File: src/rtl/qfr_pkg.sv
// Shared definitions for the subcode Q-channel block framer.
package qfr_pkg;

    // Default geometry of one subcode block.
    localparam int QFR_BLK_LEN = 1176;
    localparam int QFR_Q_BITS  = 96;
    localparam int QFR_TRK_LO  = 10;
    localparam int QFR_TRK_W   = 8;

    // Per-cycle event decoded from the strobe and realign inputs.
    typedef enum logic [1:0] {
        EV_IDLE    = 2'd0,   // no strobe, no realign
        EV_BIT     = 2'd1,   // strobe that is not the last of the block
        EV_LAST    = 2'd2,   // strobe that completes the block
        EV_REALIGN = 2'd3    // realign request (wins over a strobe)
    } qfr_ev_e;

endpackage

File: src/rtl/qfr_sf_counter.sv
// Subframe position counter.
// Counts strobes from 0 to BLK_LEN-1 and wraps. It decodes each cycle into
// one event for the rest of the framer. Assumes BLK_LEN >= 2 and that start
// takes priority over a coincident strobe.
module qfr_sf_counter
    import qfr_pkg::*;
#(
    parameter int BLK_LEN = QFR_BLK_LEN,
    parameter int CW      = $clog2(BLK_LEN)
) (
    input  logic          clk,
    input  logic          rst_n,
    input  logic          sf_valid,
    input  logic          start,
    output logic [CW-1:0] pos,
    output qfr_ev_e       ev
);

    localparam logic [CW-1:0] LAST_POS = CW'(BLK_LEN - 1);

    // Classify the current cycle.
    always_comb begin
        if (start)
            ev = EV_REALIGN;
        else if (sf_valid)
            ev = (pos == LAST_POS) ? EV_LAST : EV_BIT;
        else
            ev = EV_IDLE;
    end

    // Advance or clear the position.
    always_ff @(posedge clk) begin
        if (!rst_n) begin
            pos <= '0;
        end else begin
            case (ev)
                EV_REALIGN,
                EV_LAST:  pos <= '0;
                EV_BIT:   pos <= pos + 1'b1;
                default:  pos <= pos;
            endcase
        end
    end

endmodule

File: src/rtl/qfr_capture.sv
// Q-bit capture register.
// Stores the user bit of strobe i at cell i for i < Q_BITS. cap_full shows
// the stored bits with the present strobe's bit already merged in, so a
// block end can publish all of them in one cycle. The cells clear at block
// end and on realign. Assumes Q_BITS <= BLK_LEN.
module qfr_capture
    import qfr_pkg::*;
#(
    parameter int Q_BITS = QFR_Q_BITS,
    parameter int CW     = 11
) (
    input  logic              clk,
    input  logic              rst_n,
    input  qfr_ev_e           ev,
    input  logic [CW-1:0]     pos,
    input  logic              user_bit,
    output logic [Q_BITS-1:0] cap_full
);

    logic              strobe_now;
    logic [Q_BITS-1:0] cap_r;
    logic [Q_BITS-1:0] wr_hit;

    // A strobe is present in this cycle.
    assign strobe_now = (ev == EV_BIT) || (ev == EV_LAST);

    for (genvar i = 0; i < Q_BITS; i++) begin : g_cell
        // Cell i is written by the strobe at position i.
        assign wr_hit[i]   = strobe_now && (pos == CW'(i));
        assign cap_full[i] = wr_hit[i] ? user_bit : cap_r[i];

        // Hold, load or clear one captured bit.
        always_ff @(posedge clk) begin
            if (!rst_n)
                cap_r[i] <= 1'b0;
            else if (ev == EV_REALIGN || ev == EV_LAST)
                cap_r[i] <= 1'b0;
            else if (wr_hit[i])
                cap_r[i] <= user_bit;
        end
    end

endmodule

File: src/rtl/qfr_block_hold.sv
// Block snapshot and sync generation.
// At block end it latches the captured bits and the track field, and raises
// sync for one subframe. It compares the new track number with the previous
// one. The sync pulse and the change flag clear on the next strobe or on a
// realign. Assumes TRK_LO + TRK_W <= Q_BITS.
module qfr_block_hold
    import qfr_pkg::*;
#(
    parameter int Q_BITS = QFR_Q_BITS,
    parameter int TRK_LO = QFR_TRK_LO,
    parameter int TRK_W  = QFR_TRK_W
) (
    input  logic              clk,
    input  logic              rst_n,
    input  qfr_ev_e           ev,
    input  logic [Q_BITS-1:0] cap_full,
    output logic              q_sync,
    output logic              trk_diff,
    output logic [Q_BITS-1:0] q_block,
    output logic [TRK_W-1:0]  q_track
);

    logic [TRK_W-1:0] trk_now;
    logic             have_prev;

    // Track field, first received bit in the MSB.
    for (genvar k = 0; k < TRK_W; k++) begin : g_trk
        assign trk_now[TRK_W-1-k] = cap_full[TRK_LO+k];
    end

    // Publish the snapshot at block end only.
    always_ff @(posedge clk) begin
        if (!rst_n) begin
            q_block   <= '0;
            q_track   <= '0;
            have_prev <= 1'b0;
        end else if (ev == EV_LAST) begin
            q_block   <= cap_full;
            q_track   <= trk_now;
            have_prev <= 1'b1;
        end
    end

    // One-subframe sync pulse and the track-change flag.
    always_ff @(posedge clk) begin
        if (!rst_n) begin
            q_sync   <= 1'b0;
            trk_diff <= 1'b0;
        end else begin
            case (ev)
                EV_LAST: begin
                    q_sync   <= 1'b1;
                    trk_diff <= have_prev && (trk_now != q_track);
                end
                EV_BIT,
                EV_REALIGN: begin
                    q_sync   <= 1'b0;
                    trk_diff <= 1'b0;
                end
                default: begin
                    q_sync   <= q_sync;
                    trk_diff <= trk_diff;
                end
            endcase
        end
    end

endmodule

File: src/rtl/qfr_framer.sv
// Subcode Q-channel block framer, top level.
// Groups per-subframe user bits into blocks of BLK_LEN subframes, aligned by
// start. It publishes the first Q_BITS bits and the track field at each block
// end, with a one-subframe sync pulse. Assumes one-cycle sf_valid strobes and
// a synchronous active-low reset.
module qfr_framer
    import qfr_pkg::*;
#(
    parameter int BLK_LEN = QFR_BLK_LEN,
    parameter int Q_BITS  = QFR_Q_BITS,
    parameter int TRK_LO  = QFR_TRK_LO,
    parameter int TRK_W   = QFR_TRK_W
) (
    input  logic              clk,
    input  logic              rst_n,
    input  logic              sf_valid,
    input  logic              user_bit,
    input  logic              start,
    output logic              q_sync,
    output logic              trk_diff,
    output logic [Q_BITS-1:0] q_block,
    output logic [TRK_W-1:0]  q_track
);

    localparam int CW = $clog2(BLK_LEN);

    qfr_ev_e           ev;
    logic [CW-1:0]     pos;
    logic [Q_BITS-1:0] cap_full;

    qfr_sf_counter #(.BLK_LEN(BLK_LEN), .CW(CW)) cnt_i (
        .clk      (clk),
        .rst_n    (rst_n),
        .sf_valid (sf_valid),
        .start    (start),
        .pos      (pos),
        .ev       (ev)
    );

    qfr_capture #(.Q_BITS(Q_BITS), .CW(CW)) cap_i (
        .clk      (clk),
        .rst_n    (rst_n),
        .ev       (ev),
        .pos      (pos),
        .user_bit (user_bit),
        .cap_full (cap_full)
    );

    qfr_block_hold #(.Q_BITS(Q_BITS), .TRK_LO(TRK_LO), .TRK_W(TRK_W)) hold_i (
        .clk      (clk),
        .rst_n    (rst_n),
        .ev       (ev),
        .cap_full (cap_full),
        .q_sync   (q_sync),
        .trk_diff (trk_diff),
        .q_block  (q_block),
        .q_track  (q_track)
    );

endmodule

File: config.mk
export PLATFORM = sky130hd
export DESIGN_NAME = qfr_framer
export DESIGN_NICKNAME = d
export VERILOG_FILES = /design/src/rtl/qfr_pkg.sv /design/src/rtl/qfr_sf_counter.sv /design/src/rtl/qfr_capture.sv /design/src/rtl/qfr_block_hold.sv /design/src/rtl/qfr_framer.sv
export SDC_FILE = /design/constraint.sdc
export NUM_CORES = 1
export LEC_CHECK = 0
export ABC_AREA = 1
export BUFFER_PORTS_ARGS = -buffer_cell sky130_fd_sc_hd__buf_2
export CORE_MARGIN = 2
export CORE_UTILIZATION = 30
export CTS_BUF_LIST = sky130_fd_sc_hd__clkbuf_4 sky130_fd_sc_hd__clkbuf_8
export CTS_CLUSTER_DIAMETER = 200
export DETAILED_ROUTE_END_ITERATION = 10
export PLACE_DENSITY = 0.58
export SLEW_MARGIN = 20
export SYNTH_ARGS = -nofsm -noshare
export SYNTH_HDL_FRONTEND = slang
export SYNTH_SLANG_ARGS = --single-unit
File: constraint.sdc
create_clock -name clk -period 2.1 [get_ports clk]
set_input_delay 0.42 -clock clk [delete_from_list [all_inputs] [get_ports clk]]
set_output_delay 0.42 -clock clk [all_outputs]
set_load 0.05 [all_outputs]
Word level (Yosys, flattened, before mapping)

Cells that the tools add are included.

$add $sub $neg: 1
Equal/unequal tests: 100
Multiplexer cells: 102
Bitwise logic cells: 1
Reduce and logical (&&, ||, !) cells: 105

Operator list:

| cell                                                             | number |
|---|---|
| 11-bit by 6-bit == test with 1-bit output, second input constant | 32 |
| 11-bit by 7-bit == test with 1-bit output, second input constant | 32 |
| 11-bit by 5-bit == test with 1-bit output, second input constant | 16 |
| 1-bit logical AND                                                | 97 |
| 1-bit two-way mux                                                | 96 |
| 11-bit by 4-bit == test with 1-bit output, second input constant | 8 |
| 11-bit by 3-bit == test with 1-bit output, second input constant | 4 |
| 11-bit by 2-bit == test with 1-bit output, second input constant | 2 |
| 11-bit case mux with 2 select lines                              | 1 |
| 11-bit by 1-bit adder with 11-bit output, second input constant  | 1 |
| 11-bit by 1-bit == test with 1-bit output, second input constant | 1 |
| 11-bit == test, second input constant                            | 1 |
| 11-bit zero test                                                 | 1 |
| 8-bit != test                                                    | 1 |
| 2-bit two-way mux                                                | 3 |
| 2-bit OR reduction                                               | 3 |
| 2-bit == test, second input constant                             | 2 |
| 1-bit case mux with 2 select lines                               | 2 |
| 2-bit nonzero test                                               | 2 |
| 2-bit by 1-bit == test with 1-bit output, second input constant  | 1 |
| 1-bit logical OR                                                 | 2 |
| 1-bit inverter                                                   | 1 |

Register bits: 214
Input port bits: 5
Output and inout bits: 106
Logic and storage cells: 411

Longest topological paths before layout

Gate-level depths: netlist (run 1).

Depth after elaboration: 11
Gate-level depth with buffers: 15
Depth with buffers taken out: 15

Cells and area by module

A second synthesis (run 1) with hierarchy kept.

Cell total of the unflattened synthesis: 1466
Area, all modules: 9633.0 um^2

Modules (own cells, without submodules):

| module         | instances | cells an instance | area each (um^2) | seq. area each (um^2) |
|---|---|---|---|---|
| qfr_capture    | 1         | 915               | 5400.2           | 1921.8 |
| qfr_block_hold | 1         | 466               | 3639.7           | 1981.9 |
| qfr_sf_counter | 1         | 85                | 593.1            | 220.2 |

Least setup slack after synthesis (run 1)

No wires, ideal clock.

Path type: reg-to-reg
Start point: reg cnt_i.pos[1]
End point: reg hold_i.trk_diff
Library setup time: 0.118 ns
Arrival: 1.640 ns
Data required time: 1.982 ns
Slack: 0.342 ns
Stages on the path, launching flop included: 13
Buffers on the path: 0
Clock period less this slack: 1.758 ns
Path through: dfxtp_1 > ha_1 > nand3_1 > nor2_1 > nand3_1 > nand2_1 > nand2_1 > nand2_1 > nand3_1 > nor2_1 > nand2_1 > nand2_1 > a21oi_1

Longest elaborated chain between the ends: 11
Elaborated cells between the ends (all ways): 37
Those cells by class: 13 x eq/ne; 12 x mux; 12 x reduce/logical

Ends and longest elaborated chain:

| element                                                                          | RTL line                                | text |
|---|---|---|
| start: declaration                                                               | qfr_sf_counter.sv:15                    | `output logic [CW-1:0] pos,` |
| start signal: assignment                                                         | qfr_sf_counter.sv:39                    | `EV_BIT: pos <= pos + 1'b1;` |
| start signal: assignment                                                         | qfr_sf_counter.sv:40                    | `default: pos <= pos;` |
| 11-bit == test                                                                   | qfr_sf_counter.sv:26                    | `ev = (pos == LAST_POS) ? EV_LAST : EV_BIT;` |
| 2-bit two-way mux                                                                | qfr_sf_counter.sv:26                    |  |
| 2-bit two-way mux                                                                | qfr_sf_counter.sv:25                    | `else if (sf_valid)` |
| 2-bit two-way mux                                                                | qfr_sf_counter.sv:23                    | `if (start)` |
| 2-bit by 1-bit == test with 1-bit output / 2-bit == test (equally long branches) | qfr_capture.sv:25, qfr_block_hold.sv:50 |  |
| 1-bit logical OR                                                                 | qfr_capture.sv:25                       | `assign strobe_now = (ev == EV_BIT) \|\| (ev == EV_LAST);` |
| 1-bit logical AND                                                                | qfr_capture.sv:29                       | `assign wr_hit[i] = strobe_now && (pos == CW'(i));` |
| 1-bit two-way mux                                                                | qfr_capture.sv:30                       | `assign cap_full[i] = wr_hit[i] ? user_bit : cap_r[i];` |
| 8-bit != test                                                                    | qfr_block_hold.sv:53                    | `trk_diff <= have_prev && (trk_now != q_track);` |
| 1-bit logical AND                                                                | qfr_block_hold.sv:53                    |  |
| 1-bit case mux with 2 select lines                                               | qfr_block_hold.sv:50                    | `case (ev)` |
| end signal: assignment                                                           | qfr_block_hold.sv:53                    |  |
| end signal: assignment                                                           | qfr_block_hold.sv:62                    | `trk_diff <= trk_diff;` |
| end: declaration                                                                 | qfr_block_hold.sv:18                    | `output logic trk_diff,` |

Parallel ways exist; a longest one is shown, timed or not.
A chain may end at the register's enable or synchronous reset.

Worst setup path in the final report (run 1)

Start point: reg cnt_i.pos[9]
End point: reg hold_i.q_block[2]

Longest elaborated chain between the ends: 8
Elaborated cells between the ends (all ways): 10
Those cells by class: 4 x eq/ne; 4 x mux; 2 x reduce/logical

Ends and longest elaborated chain:

| element                                                                          | RTL line                                | text |
|---|---|---|
| 11-bit == test                                                                   | qfr_sf_counter.sv:26                    |  |
| 2-bit two-way mux                                                                | qfr_sf_counter.sv:26                    |  |
| 2-bit two-way mux                                                                | qfr_sf_counter.sv:25                    |  |
| 2-bit two-way mux                                                                | qfr_sf_counter.sv:23                    |  |
| 2-bit by 1-bit == test with 1-bit output / 2-bit == test (equally long branches) | qfr_capture.sv:25, qfr_block_hold.sv:37 |  |
| 1-bit logical OR                                                                 | qfr_capture.sv:25                       |  |
| 1-bit logical AND                                                                | qfr_capture.sv:29                       |  |
| 1-bit two-way mux                                                                | qfr_capture.sv:30                       |  |
| end signal: assignment                                                           | qfr_block_hold.sv:38                    | `q_block <= cap_full;` |
| end: declaration                                                                 | qfr_block_hold.sv:19                    | `output logic [Q_BITS-1:0] q_block,` |

Parallel ways exist; a longest one is shown, timed or not.

==> flow_summary.yaml, run 1 <==
power:
  powerDensity_nw_per_um2: 792
  combPwrFrac_pct: 2.4
  switching_share_pct: 21.7
  p_leak_uw: 0.00460
  power_uw: 8070
  p_sw_uw: 1750
  pwr-share-clk_pct: 49.0
  intPower_uw: 6320
  peakVddDrop_v: 0.000487
  pwr-share-seq_pct: 48.5
timing:
  clock.fmax_ghz: 0.520
  tightest_slew_ns: 0.505
  layout_setup_ws_ns: 0.177
  fin_skew_ns: 0.0209
  slew_headroom_pct: 66.3
  grt_setup_unrepaired: "true"
  slew_viol_final: 0
  fin_crit_ns: 1.92
  hold_violations: 0
  finalSetupViolations: 0
  fin_crit_sh_pct: 91.6
cells_and_area:
  drive_above_1_share_pct: 24.3
  stdcell_count: 1490
  area_growth_syn_to_layout_pct: 26.4
  seq_area_sq_um: 4140
  multiInputGateArea_sq_um: 3420
  nets: 1139
  n_antenna_cell: 0
  fillCellCount: 2665
  fin_area_sq_um: 10200
logic_synthesis:
  ys_top_cells_by_area: "dfxtp_1 51%, mux2i_1 8.2%, nand2_1 7.3%"
  yosysMostFrequentCell: "dfxtp_1"
  synth.avg_cell_area_sq_um: 8.27
  syn_nets: 984
  synth_cells: 975
  yosysTopAreaCellShare_pct: 51.2
  synth_commonest_cells: "206 x dfxtp_1, 156 x nand2_1, 149 x nor2_1"
  ys_seq_area_share_pct: 51.2
  ys_async_sr_fraction_pct: 0
  synth_top_area_cell: "dfxtp_1"
  yosys_most_used_dff: "dfxtp_1"
  synth-seq-cells: 206
  synth_edf_count: 0
  synth_cell_types: 32
  syn_area_sq_um: 8060
  yosys_warnings: 0
clock_tree:
  numCtsBuffers: 36
  cts.path.max_buffers: 3
  tritoncts: "built"
  ctsRootBufferMaster: "clkbuf_8"
  clock_latency_ns: 0.53
  clkTransAtPathRegs_ns: 0.06
  cts.sinks: 206
  htreeDepth: 2
floorplanning:
  core_sq_um: 26200
  fp.dieH_microns: 168
  rows: 59
  initial_core_util_pct: 30.8
  die_area_sq_um: 28200
  ioPinCount: 111
  die_x_microns: 168
worst_setup_path:
  crit_fanout: 20
  setup.worst_path.start_class: "flop"
  cp.required_ns: 2.55
  end_kind: "flop"
  criticalPathCategory: "reg -> reg"
  cp.arrival_ns: 2.37
placement:
  placed_area_sq_um: 9260
  place_ws_ns: -0.0432
  place.gp.congestion: 0.913
  hpwl_microns: 15600
  placed_cells: 1422
  numPortBuffers: 110
detailed_routing:
  vias: 6900
  drt-total-wl_microns: 22400
  drt_iter0_drc: 460
  drt_first_pass_iters: 5
  drt_drc_violations_left: 0
  wire_per_inst_microns: 15.1
  viasPerCell: 4.63
  ant_nets: 0
global_routing:
  grt_pass1_wl_microns: 35600
  grt.total_usage_pct: 15.8
  grt_overflow: 0
  grt_pass1_vias: 6673
  grt_max_degree: 63
  antenna_found_initial: 0
worst_hold_path:
  hold_path.class: "in -> reg"
flow_run:
  drv_cap: 0
status:
  status: "finished clean"
[final cells by class]
cell class / count / area share (%)
Clock buffer: 56 / 6.77
Clock inverter: 7 / 0.983
Inverter: 39 / 1.44
Multi-Input combinational cell: 661 / 33.6
Sequential cell: 206 / 40.6
Tap cell: 335 / 4.12
Timing Repair Buffer: 186 / 12.5
[per-stage QoR]
stage                     util [%]  hold WS (ns)  TNS [ns]
final                         38.9         0.386         0
after global routing          38.9         0.380   -0.0101
after CTS                     38.4         0.353         0
after detailed placement      35.3         0.453    -0.381
after global placement        35.3         0.446         0
after floorplan                  -         0.436         0
[worst max-delay path: stages, from the launching register on]
cell	delay, ns
dfxtp_2	0.34
nor2_2	0.15
buf_4	0.13
inv_1	0.05
nor4_4	0.29
inv_2	0.10
nor2_4	0.23
buf_12	0.19
buf_12	0.15
o21ai_0	0.08
a21oi_1	0.13
[placed cells by master, fill, tap and decap left out, drive strengths merged]
| cell type | n |
|---|---|
| and3 | 1 |
| a21oi | 106 |
| nor4 | 2 |
| nand2 | 159 |
| nand3 | 20 |
| nor2 | 156 |
| bufinv | 2 |
| nand4 | 5 |
| clkbuf | 57 |
| nand3b | 5 |
| o21a | 1 |
| clkinv | 4 |
| o21bai | 1 |
| o21ai | 112 |
| mux2i | 66 |
| dfxtp | 206 |
| a211oi | 1 |
| o211ai | 3 |
| inv | 40 |
| nor3 | 17 |
| buf | 185 |
| xor2 | 1 |
| nor3b | 1 |
| ha | 4 |
[metal layers]
| layer | up-vias | global-route usage, % | part of all wire [%] |
|---|---|---|---|
| met5 | - | 0 | 0 |
| met4 | 0 | 5.44 | 2.5 |
| met3 | 43 | 3.01 | 4.7 |
| met2 | 163 | 25.0 | 45 |
| met1 | 3133 | 21.7 | 48 |
| li1 | 3561 | - | - |
[cell families after synthesis]
| logic type | synth area share (%) |
|---|---|
| and+or+nand+nor | 18.9 |
| AOI/OAI and AO/OA | 14.1 |
| DFF | 51.2 |
| buffers and inverters | 6.91 |
| muxes | 8.20 |
| adders and majority gates | 0.621 |
| xor gates and xnor gates | 0.109 |
[worst paths after layout]
path	from	endpoint	slack (ns)	cells past startpoint
setup / recovery	cnt_i.pos[9]	hold_i.q_block[2]	0.18	10
hold / removal	user_bit	cap_i.cap_r[3]	0.39	3
setup reg to reg	cnt_i.pos[9]	hold_i.q_block[2]	0.18	10
hold reg to reg	hold_i.have_prev	hold_i.have_prev	0.47	2
[power by group through the flow]
| stage | registers, uW | clock network (uW) | logic, uW |
|---|---|---|---|
| 2_1_floorplan | 4000 | 0 | 110 |
| 3_3_place_gp | 4000 | 0 | 195 |
| 3_5_place_dp | 4000 | 0 | 194 |
| 4_1_cts | 3910 | 4060 | 195 |
| 5_1_grt | 3910 | 4240 | 211 |
| 6_report | 3910 | 3960 | 196 |
[state kept, by name, summed over array words and instances (netlist names)]
signal / count
cap_i.cap_r: 96
hold_i.q_block: 89
cnt_i.pos: 11
hold_i.q_track: 7
hold_i.have_prev: 1
hold_i.q_sync: 1
hold_i.trk_diff: 1
[repair_timing]
action                                  in CTS  in global routing
cloned                                       0                  1
endpoints found under the setup margin      24                104
buffers inserted                             0                  4
resized for setup                            2                 21
pin swaps                                    0                  3
hold buffers                                 0                  0
(Power assumes the default switching activity.)
==> run 2: changes to the inputs <==
PLACE_DENSITY = 0.5   (was 0.58)
==> run 2 against run 1 <==
Design area shrank 0.57%. First-iteration DRC count decreased by 22%. Sequential power barely moved. Sequential share of layout area up 0.13 points. Via count is 0.91% lower. Non-clock buffer count down 9. Combinational power barely moved. Clock power increased by 7.8%. Count of clock-buffer cells in the layout decreased by 1. Clock skew is 0.00095 ns higher. Worst hold slack got worse by 0.081 ns.
==> flow_summary.yaml, run 2 (synthesis gave the netlist of run 1 again) <==
placement:
  place.gp.congestion: 0.892
  place_ws_ns: -0.0971
  numPortBuffers: 110
  hpwl_microns: 15700
  placed_cells: 1418
floorplanning:
  die_x_microns: 168
  rows: 59
  core_sq_um: 26200
  ioPinCount: 111
  fp.dieH_microns: 168
  die_area_sq_um: 28200
  initial_core_util_pct: 30.8
timing:
  fin_crit_sh_pct: 92.3
  grt_setup_unrepaired: "true"
  fin_crit_ns: 1.94
  fin_skew_ns: 0.0218
  slew_viol_final: 0
  tightest_slew_ns: 0.453
  setup_tns_ns: 0
  hold_slack_ns: 0.305
  finalSetupViolations: 0
  slew_headroom_pct: 69.5
  hold_violations: 0
  layout_setup_ws_ns: 0.162
  clock.fmax_ghz: 0.516
detailed_routing:
  drt_drc_violations_left: 0
  viasPerCell: 4.60
  drt-total-wl_microns: 22800
  ant_nets: 0
  drt_first_pass_iters: 4
  vias: 6837
  wire_per_inst_microns: 15.4
  drt_iter0_drc: 359
clock_tree:
  clkTransAtPathRegs_ns: 0.07
  ctsRootBufferMaster: "clkbuf_8"
  cts-resized-gates: 1
  tritoncts: "built"
  numCtsBuffers: 37
  cts.sinks: 206
  cts.path.max_buffers: 3
  ctsHoldBuffers: 0
  post_cts.repair.setup_buffers: 0
  htreeDepth: 2
  clock_latency_ns: 0.54
global_routing:
  grt.total_usage_pct: 16.0
  antenna_found_initial: 1
  grt_pass1_vias: 6405
  grt_overflow: 0
  grt_max_degree: 59
  grt_pass1_wl_microns: 35900
worst_setup_path:
  end_kind: "flop"
  cp.arrival_ns: 2.40
  cp_top_family: "buffers and inverters"
  crit_fanout: 46
  criticalPathCategory: "reg -> reg"
  path_buf_inv: 3
  cp.required_ns: 2.57
  cp_slowest_cell: "dfxtp_1"
  worstPathCellList: "ha_2, nand2_4, nor4_4, inv_2, nor2_4, buf_12, buf_16, o21ai_0, a21oi_1"
  slowest_delay_ns: 0.39
  setup.worst_path.start_class: "flop"
cells_and_area:
  area_growth_syn_to_layout_pct: 25.7
  seq_area_sq_um: 4130
  drive_above_1_share_pct: 23.0
  stdcell_count: 1485
  nets: 1131
  reg.largest.list: "cap_i.cap_r: 96 flops, hold_i.q_block: 89 flops, cnt_i.pos: 11 flops"
  finish.utilization_pct: 38.6
  largest_reg_flops: 96
  layout_common_cells: "205 x dfxtp_1, 155 x nand2_1, 147 x nor2_1, 110 x buf_2, 106 x a21oi_1"
  final_common_cell: "dfxtp_1"
  fillCellCount: 2686
  multiInputGateArea_sq_um: 3400
  regMostFlops: "cap_i.cap_r"
  n_antenna_cell: 0
flow_run:
  drv_cap: 0
worst_hold_path:
  hold_path.class: "in -> reg"
power:
  powerDensity_nw_per_um2: 828
  peakVddDrop_v: 0.000390
  p_leak_uw: 0.00458
status:
  status: "finished clean"
[run 2: worst reg2reg max path, stage by stage (launching register included)]
cell	delay, ns
dfxtp_1	0.39
ha_2	0.26
nand2_4	0.08
nor4_4	0.25
inv_2	0.10
nor2_4	0.16
buf_12	0.19
buf_16	0.22
o21ai_0	0.13
a21oi_1	0.12
[run 2: final timing paths]
path,cells past startpoint,start,to,slack (ns)
hold reg to reg,2,hold_i.have_prev,hold_i.have_prev,0.47
setup / recovery,9,cnt_i.pos[0],hold_i.q_block[3],0.16
hold / removal,4,sf_valid,cnt_i.pos[1],0.31
setup reg to reg,9,cnt_i.pos[0],hold_i.q_block[3],0.16
[run 2: metal layers]
layer	track usage [%]	routed length, microns
met2	24.7	9950
met1	22.3	11400
met3	3.29	995
met4	5.18	506
met5	0	13
[run 2: through the flow]
stage	area (sq um)	power, uW
floorplan	8060	4110
global placement	9250	4200
detailed placement	9250	4200
CTS	10100	8510
global route	10100	8710
finish	10100	8380
[run 2: layout make-up]
class / instances / area share [%]
flip-flops and latches: 206 / 40.7
multi-input cells: 661 / 33.6
repair buffers: 177 / 11.7
clock buffers: 55 / 6.98
well taps: 335 / 4.14
inverters: 39 / 1.45
clock inverters: 12 / 1.43
[run 2: power breakdown]
group,internal [uW],total [uW],leakage (uW),switching [uW]
logic,59.6,199,0.00247,139
clock network,2550,4270,0.000455,1720
registers,3910,3910,0.00166,2.49
==> run 3: changes to the inputs <==
PLACE_DENSITY = 0.51   (was 0.5)
SYNTH_HIERARCHICAL = 1   (was not set)
clock period = 1.55 ns   (was 2.1 ns; I/O delays follow)
==> run 3 against run 2 <==
The flow now finishes with violations (negative setup slack). Final cell count rose by 46%. Setup slack worse by 1.2 ns. Clock skew about the same. Die area grew 19%. Via count grew 47%. Critical path depth is 13 higher. Worst hold slack worse by 0.19 ns. Sequential power rose by 41%. Synthesized cell count up 50%. Critical endpoint is now hold_i/trk_diff. Synthesized area grew 20%. Total power up 53%.
==> flow_summary.yaml, run 3 <==
clock_tree:
  tritoncts: "built"
  numCtsBuffers: 38
  clock_latency_ns: 0.54
  clkTransAtPathRegs_ns: 0.06
  ctsRootBufferMaster: "clkbuf_8"
  ctsHoldBuffers: 0
  htreeDepth: 2
  cts.path.max_buffers: 3
  cts.sinks: 206
floorplanning:
  die_x_microns: 183
  ioPinCount: 111
  rows: 65
  core_sq_um: 31600
  initial_core_util_pct: 30.5
  fp.dieH_microns: 183
  die_area_sq_um: 33600
timing:
  finalSetupViolations: 197
  clock.fmax_ghz: 0.394
  fin_skew_ns: 0.0222
  fin_crit_sh_pct: 164
  layout_setup_ws_ns: -0.989
  hold_violations: 0
  hold_slack_ns: 0.112
  fin_crit_ns: 2.54
  slew_viol_final: 0
  tightest_slew_ns: 0.710
  slew_headroom_pct: 52.6
  grt_setup_unrepaired: "true"
global_routing:
  grt_overflow: 0
  grt_pass1_vias: 9411
  antenna_found_initial: 0
  grt_max_degree: 39
  grt.total_usage_pct: 19.5
  grt_pass1_wl_microns: 51300
detailed_routing:
  ant_nets: 0
  viasPerCell: 4.65
  drt_drc_violations_left: 0
  drt_iter0_drc: 575
  drt-total-wl_microns: 34800
  drt_first_pass_iters: 5
  wire_per_inst_microns: 16.1
  vias: 10079
logic_synthesis:
  syn_nets: 1474
  synth-seq-cells: 206
  ys_async_sr_fraction_pct: 0
  yosysMostFrequentCell: "nor2_1"
  ys_seq_area_share_pct: 42.8
  synth_cell_types: 26
  synth_commonest_cells: "319 x nor2_1, 287 x nand2_1, 219 x inv_1"
  yosys_warnings: 6
  syn_area_sq_um: 9630
  ys_top_cells_by_area: "dfxtp_1 43%, nor2_1 12%, nand2_1 11%"
  synth_top_area_cell: "dfxtp_1"
  yosysTopAreaCellShare_pct: 42.8
  synth.avg_cell_area_sq_um: 6.57
  synth_cells: 1466
  yosys_most_used_dff: "dfxtp_1"
  synth_edf_count: 0
power:
  pwr-share-seq_pct: 42.8
  p_sw_uw: 3790
  power_uw: 12900
  peakVddDrop_v: 0.000606
  pwr-share-clk_pct: 40.6
  switching_share_pct: 29.5
  powerDensity_nw_per_um2: 836
  intPower_uw: 9070
  p_leak_uw: 0.00697
  combPwrFrac_pct: 16.6
status:
  violations: "negative setup slack"
  status: "finished, violations left"
cells_and_area:
  fin_area_sq_um: 15400
  drive_above_1_share_pct: 49.5
  n_antenna_cell: 0
  final_common_cell: "nor2_1"
  area_growth_syn_to_layout_pct: 59.7
  reg.largest.list: "cap_i/cap_r: 96 flops, hold_i/q_block: 96 flops, cnt_i/pos: 11 flops"
  nets: 1748
  layout_common_cells: "272 x nor2_1, 202 x dfxtp_1, 158 x inv_1, 138 x nand2_1, 127 x nand2_2"
  fillCellCount: 3088
  finish.utilization_pct: 48.8
placement:
  place.gp.congestion: 0.845
  numPortBuffers: 110
  hpwl_microns: 20400
  placed_area_sq_um: 11500
worst_setup_path:
  setup.worst_path.start_class: "flop"
  cp.arrival_ns: 2.97
  cp.required_ns: 1.98
  criticalPathCategory: "reg -> reg"
  crit_fanout: 5
  end_kind: "flop"
flow_run:
  drv_cap: 0
worst_hold_path:
  hold_path.class: "in -> reg"
==> run 3: cell types whose count changed in the layout (fill, tap and decap cells not counted), sizes merged, moves of 5 or more <==
cell,before,now
nor3,17,4
nand3,20,175
buf,177,307
nand3b,5,0
nand2,159,295
a21oi,106,8
clkbuf,55,70
inv,41,232
nor2,156,347
mux2i,66,0
o21ai,112,99
xnor2,0,5
==> run 3: power by group through the flow <==
stage / clock [uW] / combinational, uW / sequential (uW)
final: 5220 / 2130 / 5500
after global routing: 5600 / 2250 / 5520
after CTS: 5350 / 1750 / 5500
after detailed placement: 0 / 1450 / 5620
after global placement: 0 / 1440 / 5620
after floorplan: 0 / 637 / 6040
==> run 3: final timing paths <==
kind | to | slack (ns) | start | cells past startpoint
max | hold_i/trk_diff | -0.99 | cnt_i/pos[1] | 22
min | hold_i/q_block[9] | 0.11 | rst_n | 3
max reg2reg | hold_i/trk_diff | -0.99 | cnt_i/pos[1] | 22
min reg2reg | hold_i/have_prev | 0.46 | hold_i/have_prev | 2
==> run 3: layout make-up <==
| class | instances | area [sq um] | share of cell area (%) |
|---|---|---|---|
| clock inverter | 6 | 38.8 | 0.252 |
| timing repair buffer | 319 | 3190 | 20.7 |
| tap | 402 | 503 | 3.27 |
| inverter | 232 | 891 | 5.79 |
| multi-input combinational | 942 | 5920 | 38.5 |
| sequential | 206 | 4130 | 26.9 |
| clock buffer | 59 | 699 | 4.55 |
| timing repair inverter | 1 | 16.3 | 0.106 |
==> run 3: cells by family (layout without fill, tap and decap cells) <==
logic type      Yosys count  in the layout  synth area share [%]
buf+inv                 320            617                  14.9
flops                   206            206                  42.8
fa+ha+maj                 3              3                 0.390
xor+xnor                  7              7                 0.636
simple gates            822            824                  35.6
compound gates          108            108                  5.68
==> run 3: repair_timing <==
action / CTS / global route
pin swaps: 80 / 231
gates cloned: 13 / 8
resized for setup: 186 / 519
setup buffers: 27 / 36
setup endpoints to repair: 210 / 221
==> run 3: critical path, cell delays in order (launching register included) <==
cell and delay [ns]:
dfxtp_4 0.35, ha_4 0.12, nand2_2 0.06, nor2_2 0.09, nand3_2 0.12, nor2_2 0.12
nor2_2 0.05, inv_2 0.06, ha_4 0.19, nor2_4 0.12, buf_12 0.14, nand2_8 0.09
nor2_4 0.18, nand2_1 0.07, nand2_1 0.08, nand2_2 0.06, inv_2 0.07, xnor2_1 0.12
nand2_1 0.08, nor2_1 0.11, nand2_1 0.05, nand2_1 0.05, nand2_1 0.04
==> run 3: layer usage <==
layer  wire, microns  vias up  GRT usage (%)
li1                -     5011              -
met1           15400     4754           26.5
met2           16300      251           31.4
met3            2040       63           3.26
met4            1010        0           6.37
met5               0        -              0
==> run 3: metrics by stage <==
stage          TNS, ns  instances  worst slack [ns]
2_1_floorplan  -128.82       1466            -0.983
3_5_place_dp   -168.43       2027             -1.15
5_1_grt        -181.39       2167             -1.17
3_3_place_gp   -158.96       2027             -1.09
4_1_cts        -158.06       2130            -0.991
6_report       -155.49       2167            -0.989
